### src/rtl/clkgate_pkg.sv
package clkgate_pkg;
  localparam int REG_W    = 8;
  localparam int N_HOST   = 3;
  localparam int N_MEM    = 8;
  localparam int N_PERIPH = 7;
  localparam int N_OUT    = N_HOST + N_MEM + N_PERIPH;
  localparam int N_REGS   = 3;

  localparam logic [REG_W-1:0] HOST_RST   = 8'h07;
  localparam logic [REG_W-1:0] MEM_RST    = 8'hFF;
  localparam logic [REG_W-1:0] PERIPH_RST = 8'hFE;

  typedef enum logic [1:0] {
    ST_RUN   = 2'd0,
    ST_DRAIN = 2'd1,
    ST_OFF   = 2'd2,
    ST_LOCK  = 2'd3
  } pd_state_e;
endpackage

### src/rtl/clkgate_regs.sv
module clkgate_regs
  import clkgate_pkg::*;
(
  input  logic             clk,
  input  logic             rst_n,
  input  logic             acc_ok,
  input  logic             wr_en,
  input  logic [1:0]       wr_sel,
  input  logic [REG_W-1:0] wr_data,
  input  logic [1:0]       rd_sel,
  output logic [REG_W-1:0] rd_data,
  output logic [N_OUT-1:0] en_vec
);
  logic [REG_W-1:0] host_q, mem_q, periph_q;

  always_ff @(posedge clk or negedge rst_n) begin
    if (!rst_n) begin
      host_q   <= HOST_RST;
      mem_q    <= MEM_RST;
      periph_q <= PERIPH_RST;
    end else if (wr_en && acc_ok) begin
      case (wr_sel)
        2'd0:    host_q   <= wr_data;
        2'd1:    mem_q    <= wr_data;
        2'd2:    periph_q <= wr_data;
        default: ;
      endcase
    end
  end

  always_comb begin
    rd_data = '0;
    if (acc_ok) begin
      case (rd_sel)
        2'd0:    rd_data = host_q;
        2'd1:    rd_data = mem_q;
        2'd2:    rd_data = periph_q;
        default: rd_data = '0;
      endcase
    end
  end

  // reserved bits (host 7:3, periph 0) are dropped here
  assign en_vec = {periph_q[REG_W-1:1], mem_q, host_q[N_HOST-1:0]};
endmodule

### src/rtl/clkgate_seq.sv
module clkgate_seq
  import clkgate_pkg::*;
#(
  parameter int LOCK_CYCLES = 64
) (
  input  logic clk,
  input  logic rst_n,
  input  logic pd_n,
  input  logic all_parked,
  output logic allow,
  output logic pll_off_req,
  output logic ser_en
);
  localparam int CNT_W = $clog2(LOCK_CYCLES + 1);

  logic             pd_s1, pd_s2;
  pd_state_e        st;
  logic [CNT_W-1:0] cnt;

  always_ff @(posedge clk or negedge rst_n) begin
    if (!rst_n) begin
      pd_s1 <= 1'b1;
      pd_s2 <= 1'b1;
      st    <= ST_RUN;
      cnt   <= '0;
    end else begin
      pd_s1 <= pd_n;
      pd_s2 <= pd_s1;
      case (st)
        ST_RUN:   if (!pd_s2) st <= ST_DRAIN;
        ST_DRAIN: if (all_parked) st <= ST_OFF;
        ST_OFF: begin
          if (pd_s2) begin
            st  <= ST_LOCK;
            cnt <= '0;
          end
        end
        ST_LOCK: begin
          if (!pd_s2) st <= ST_DRAIN;
          else if (cnt == CNT_W'(LOCK_CYCLES - 1)) st <= ST_RUN;
          else cnt <= cnt + 1'b1;
        end
        default: st <= ST_RUN;
      endcase
    end
  end

  assign allow       = (st == ST_RUN);
  assign ser_en      = (st == ST_RUN);
  assign pll_off_req = (st == ST_OFF);
endmodule

### src/rtl/clkgate_cell.sv
module clkgate_cell (
  input  logic clk,
  input  logic rst_n,
  input  logic en,
  input  logic src,
  output logic clk_o,
  output logic parked
);
  logic s1, s2, gate_q, out_q;

  always_ff @(posedge clk or negedge rst_n) begin
    if (!rst_n) begin
      s1     <= 1'b0;
      s2     <= 1'b0;
      gate_q <= 1'b0;
      out_q  <= 1'b0;
    end else begin
      s1    <= en;
      s2    <= s1;
      out_q <= src & gate_q;
      if (!src) gate_q <= s2;
    end
  end

  assign clk_o  = out_q;
  assign parked = !(s1 | s2 | gate_q | out_q);
endmodule

### src/rtl/clkgate_ctrl.sv
module clkgate_ctrl
  import clkgate_pkg::*;
#(
  parameter int LOCK_CYCLES = 64
) (
  input  logic             clk,
  input  logic             rst_n,
  input  logic             pd_n,
  input  logic [N_OUT-1:0] src_in,
  input  logic             wr_en,
  input  logic [1:0]       wr_sel,
  input  logic [REG_W-1:0] wr_data,
  input  logic [1:0]       rd_sel,
  output logic [REG_W-1:0] rd_data,
  output logic [N_OUT-1:0] clk_out,
  output logic             ser_en,
  output logic             pll_off_req
);
  logic [N_OUT-1:0] en_vec;
  logic [N_OUT-1:0] parked;
  logic             allow;

  clkgate_regs u_regs (
    .clk(clk), .rst_n(rst_n), .acc_ok(ser_en),
    .wr_en(wr_en), .wr_sel(wr_sel), .wr_data(wr_data),
    .rd_sel(rd_sel), .rd_data(rd_data), .en_vec(en_vec)
  );

  clkgate_seq #(.LOCK_CYCLES(LOCK_CYCLES)) u_seq (
    .clk(clk), .rst_n(rst_n), .pd_n(pd_n), .all_parked(&parked),
    .allow(allow), .pll_off_req(pll_off_req), .ser_en(ser_en)
  );

  for (genvar i = 0; i < N_OUT; i++) begin : g_cell
    clkgate_cell u_cell (
      .clk(clk), .rst_n(rst_n), .en(en_vec[i] & allow), .src(src_in[i]),
      .clk_o(clk_out[i]), .parked(parked[i])
    );
  end
endmodule

### config.mk
export PLATFORM = sky130hd
export DESIGN_NAME = clkgate_ctrl
export DESIGN_NICKNAME = d
export VERILOG_FILES = /design/src/rtl/clkgate_pkg.sv /design/src/rtl/clkgate_regs.sv /design/src/rtl/clkgate_seq.sv /design/src/rtl/clkgate_cell.sv /design/src/rtl/clkgate_ctrl.sv
export SDC_FILE = /design/constraint.sdc
export NUM_CORES = 1
export LEC_CHECK = 0
export BUFFER_PORTS_ARGS = -buffer_cell sky130_fd_sc_hd__buf_2
export CORE_MARGIN = 1
export CORE_UTILIZATION = 55
export DETAILED_ROUTE_END_ITERATION = 10
export PLACE_DENSITY = 0.79
export SYNTH_ARGS = -nofsm -noshare
export SYNTH_HDL_FRONTEND = slang
export SYNTH_SLANG_ARGS = --single-unit
### constraint.sdc
create_clock -name clk -period 3.55 [get_ports clk]
set_input_delay 0.355 -clock clk [delete_from_list [all_inputs] [get_ports clk]]
set_output_delay 0.355 -clock clk [all_outputs]
set_load 0.005 [all_outputs]
-- Word-level counts from Yosys, hierarchy flattened
Cells that the tools add are included.
- register bits after elaboration: 107
- input port bits: 34
- output and inout port bits: 28
- word-level logic and storage cells: 225
- $add $sub $neg: 1
- eq/ne operators: 14
- muxes and demuxes: 12
- bitwise logic cells: 90
- reductions and logical operators: 29
- operator list (cell ; count):
    OR 1 bit ; 54
    bitwise AND 1 bit ; 36
    one-hot mux 8 bit (3 select lines) ; 1
    2-to-1 mux 7 bit ; 3
    logical NOT 1 bit ; 18
    AND reduction 18 bit ; 1
    one-hot mux 7 bit (2 select lines) ; 1
    2-to-1 mux 2 bit ; 5
    equality test 2 bit, second input constant ; 4
    2-to-1 mux 8 bit ; 1
    one-hot mux 2 bit (4 select lines) ; 1
    AND reduction 4 bit ; 2
    adder 7 x 1 -> 7 bit, second input constant ; 1
    equality test 7 x 6 -> 1 bit, second input constant ; 1
    equality test 2 x 1 -> 1 bit, second input constant ; 3
    logical NOT 2 bit ; 3
    != test 2 x 1 -> 1 bit, second input constant ; 3
    AND reduction 2 bit ; 3
    != test 2 bit, second input constant ; 2
    != test 3 bit, second input constant ; 1
    nonzero test 2 bit ; 1
    logical AND 1 bit ; 1

-- Longest topological paths before layout
- word-level depth: 7
- gate-level depth with buffers: 7
- gate-level depth less buffers: 7

-- By module
A second synthesis with hierarchy kept.
- cell total of the unflattened synthesis: 320
- area, all modules: 4548.1 um^2
- modules (own cells, without submodules) (module ; times used ; cells an instance ; area each (um^2) ; seq. area each (um^2)):
    clkgate_cell ; 18 ; 7 ; 135.1 ; 100.1
    clkgate_regs ; 1 ; 98 ; 1272.5 ; 623.1
    clkgate_seq ; 1 ; 71 ; 680.7 ; 277.8
    clkgate_ctrl ; 1 ; 25 ; 162.7 ; 0.0

-- Least setup slack after synthesis
Ideal clock, no wire load.
- path type: register to register
- start: register g_cell[0].u_cell.gate_q
- end: register u_seq.st[1]
- library setup time: 69 ps
- data arrival time: 1800 ps
- required time: 3481 ps
- slack: 1681 ps
- stages on the path, launching flop included: 6
- buffers on the path: 0
- period minus slack after synthesis: 1869 ps
- cell sequence: dfrtp_1 > nor4_1 > nand4_1 > or4_1 > or4b_1 > nand3_1
- word-level cells in the longest chain between the ends: 6
- ends and longest elaborated chain (item ; RTL line ; text):
    from (decl) ; clkgate_cell.sv:9 ; logic s1, s2, gate_q, out_q;
    from (signal assigned) ; clkgate_cell.sv:15 ; gate_q <= 1'b0;
    from (signal assigned) ; clkgate_cell.sv:21 ; if (!src) gate_q <= s2;
    OR 1 bit (2 in series) ; clkgate_cell.sv:26 ; assign parked = !(s1 | s2 | gate_q | out_q);
    logical NOT 1 bit ; clkgate_cell.sv:26 ;
    AND reduction 18 bit ; clkgate_ctrl.sv:30 ; .clk(clk), .rst_n(rst_n), .pd_n(pd_n), .all_parked(&parked),
    != test 2 x 1 -> 1 bit (no source line) ; - ;
    AND reduction 4 bit (no source line) ; - ;
    to (signal assigned) ; clkgate_seq.sv:39 ; if (!pd_s2) st <= ST_DRAIN;
    to (signal assigned) ; clkgate_seq.sv:40 ; else if (cnt == CNT_W'(LOCK_CYCLES - 1)) st <= ST_RUN;
    to (signal assigned) ; clkgate_seq.sv:43 ; default: st <= ST_RUN;
    to (decl) ; clkgate_seq.sv:17 ; pd_state_e st;
Every way passes these cells.
A chain may end at the register's enable or synchronous reset.

-- Worst setup path in the final report
- start: register g_cell[15].u_cell.out_q
- end: register u_seq.st[1]
- word-level cells in the longest chain between the ends: 5
- ends and longest elaborated chain (item ; RTL line ; text):
    from (decl) ; clkgate_cell.sv:9 ;
    from (signal assigned) ; clkgate_cell.sv:20 ; out_q <= src & gate_q;
    OR 1 bit ; clkgate_cell.sv:26 ;
    logical NOT 1 bit ; clkgate_cell.sv:26 ;
    AND reduction 18 bit ; clkgate_ctrl.sv:30 ;
    != test 2 x 1 -> 1 bit (no source line) ; - ;
    AND reduction 4 bit (no source line) ; - ;
Every way passes these cells.

==> run_results.csv <==
group,metric,value,unit
run_status,outcome,"finished, final reports clean",
sta,hold_viol_final,0,
yosys,syn_nets,367,
setup_path,cp_data_required_time,3850,ps
setup_path,crit_path_start,"g_cell[15].u_cell.clk_o",
setup_path,path_class,"reg2reg",
die,ios,62,
yosys,avgSynthCellArea,13.2,sq um
die,die-area,0.00824,sq mm
clocking,clockBufferDepth,2,
place,post_dp_cell_area,0.00463,sq mm
die,die_y,90.8,um
routing,wl_per_cell,15.7,um
sta,slew_headroom,40.0,%
finish,diodes,0,
clocking,root_buffer,"clkbuf_8",
yosys,synth_area,0.00433,sq mm
setup_path,cp_slowest_stage_delay,530,ps
place,dp_hpwl,5520,um
clocking,cts_setup_buffers,0,
global_route,grt_pass1_wl,13000,um
sta,tightestPinTransition,900,ps
global_route,gr-usage-all-layers,20.5,%
clocking,htreeDepth,3,
clocking,cts_hold_buf,0,
clocking,cts_sinks,107,
yosys,yosys_warnings,0,
finish,fin_cells,485,
hold_path,worstHoldStart,"pd_n",
die,core_area,0.00769,sq mm
setup_path,path_cells,"nor4_1 -> nand4_1 -> or4_1 -> or4b_1 -> nand3_1",
yosys,synth-edff-count,0,
yosys,synth-seq-cells,107,
power_and_ir_drop,power_density,769,mW/mm^2
setup_path,critPathLaunchType,"flip-flop",
clocking,cts.clk_slew.worst_paths,100,ps
sta,rsz0062_at_grt,"no",
sta,finalClockSkew,6.80,ps
sta,max_freq,461,MHz
routing,routed.top_layer,"met4",
finish,synthToLayoutAreaGrowth,11.3,%
place,placedCellCount,469,
finish,drive_gt1_share,37.9,%
power_and_ir_drop,power.static_leakage,0.00237,uW
place,port_buffers,61,
clocking,cts_buffers,9,
sta,worst_slack,1380,ps
clocking,clk_latency,360,ps
setup_path,timing.rr.start,"g_cell[15].u_cell.clk_o",
global_route,grt_start_max_net_pins,76,
sta,finalMaxSlewViolations,0,
job,cap_violations,0,
die,die_w,90.8,um
routing,dr_wl_met2,3540,um
sta,period_minus_slack,2170,ps
global_route,antenna_found_initial,0,
power_and_ir_drop,peakVddDrop,0.293,mV
place,gp_congestion,0.806,
setup_path,cp_top_family,"simple AND/OR/NAND/NOR gates",
clocking,cts_tree,"done",
yosys,synthArstFlopShare,100,%
clocking,cts.repair.resized,0,
die,start_util,56.4,%
yosys,synth_flop_cell,"dfrtp_1",
routing,drtIter0Drc,125,
sta,post-route-period-util,61.1,%
routing,remaining_drc_errors,0,
routing,drtAntennaViolNets,0,
sta,setup_viol,0,
setup_path,end_kind,"flip-flop",
setup_path,arrival,2470,ps
routing,viasPerCell,5.39,
hold_path,hp-class,"in2reg",
yosys,synthCells,328,
finish,stdcell_area,0.00482,sq mm
place,dp_slack,1430,ps
routing,routed-wl-met3,427,um
sta,tns,0,ps
setup_path,cp_max_fo,2,
routing,first_pass_iters,4,
setup_path,critPathSlowestCell,"or4_1",
global_route,grt-ovfl-total,0,
setup_path,critPathBufInv,0,
global_route,grt_pass1_vias,2669,
routing,vias,2612,
die,num_rows,32,
yosys,yosysUniqueCellTypes,37,
routing,met1_length,3530,um
yosys,seq_area_frac_synth,62.4,%
finish,final_nets,417,
routing,drt_wl_total,7600,um
==> layout by cell type (no fill, tap or decap), drive strengths merged, types with 2 or more instances in the layout <==
cell / count
mux2i: 8
nor3: 7
clkinv: 2
buf: 64
and2: 44
inv: 5
o22ai: 2
nor2: 6
dfrtp: 87
nand4: 6
ha: 5
clkbuf: 12
dfstp: 20
mux2: 43
nand2: 15
a21oi: 3
a31oi: 2
nor2b: 4
or4: 2
o21ai: 10
a22o: 3
nor4: 19
==> state kept, by name, indices dropped and copies added (netlist names), 7 cells and up <==
signal and cells:
u_seq.cnt 7, g_cell.u_cell.s2 18, g_cell.u_cell.clk_o 18, u_regs.host_q 8, g_cell.u_cell.s1 18, u_regs.periph_q 8, u_regs.mem_q 8, g_cell.u_cell.gate_q 18
==> synthesized netlist by cell type, drive strengths merged (4+ instances only) <==
cell / instances / share of area, %
nor3: 7 / 0.92
o21ai: 10 / 1.2
nand4: 6 / 0.87
inv: 4 / 0.35
mux2i: 8 / 1.8
nand2: 15 / 1.3
buf: 18 / 3.1
ha: 5 / 1.4
nor4: 19 / 3.0
dfstp: 20 / 12
nor2b: 4 / 0.58
dfrtp: 87 / 50
clkbuf: 7 / 0.61
mux2: 43 / 11
and2: 44 / 6.4
nor2: 6 / 0.52
==> stage by stage <==
step	utilization, %	hold slack, ps	power (uW)
after floorplan	-	59.4	2670
after global placement	60.2	347	2950
after detailed placement	60.2	348	3000
after CTS	62.7	68.7	3740
after global routing	62.7	64.7	3960
final	62.7	84.8	3710
==> final timing paths <==
| check | to | slack, ps | depth (start not counted) |
|---|---|---|---|
| setup / recovery | u_seq.st[1] | 1380 | 5 |
| hold reg to reg | u_seq.pd_s2 | 360 | 0 |
| min in group asynchronous | g_cell[5].u_cell.gate_q | 110 | 1 |
| setup reg to reg | u_seq.st[1] | 1380 | 5 |
| max in group asynchronous | u_regs.periph_q[6] | 2570 | 2 |
| hold / removal | u_seq.pd_s1 | 80 | 1 |
==> layer usage <==
layer / vias to the layer above / track usage (%)
met5: - / 0
met4: 0 / 8.06
met3: 10 / 4.97
met2: 77 / 30.6
met1: 1284 / 29.0
li1: 1241 / -
==> logic make-up (layout without fill, tap and decap cells) <==
| group | after synthesis | count (layout) | synth area share, % |
|---|---|---|---|
| compound gates | 24 | 24 | 3.47 |
| xor+xnor | 2 | 2 | 0.404 |
| fa+ha+maj | 5 | 5 | 1.44 |
| buf+inv | 29 | 84 | 4.07 |
| flops | 107 | 107 | 62.4 |
| mux | 51 | 51 | 13.0 |
| simple gates | 110 | 110 | 15.2 |
==> report_power, final <==
group          internal (uW)  switching (uW)  leakage, uW
clock                    347             390     0.000101
sequential              1700             285      0.00138
combinational            519             468     0.000892
total                   2570            1140      0.00237
==> cell type report <==
class | count | area (sq um)
Clock buffer | 12 | 145
Clock inverter | 4 | 48.8
Fill cell | 616 | 2860
Inverter | 4 | 15.0
Multi-Input combinational cell | 192 | 1450
Sequential cell | 107 | 2700
Tap cell | 102 | 128
Timing Repair Buffer | 64 | 330
No activity file was read; power rests on OpenSTA's default activity.
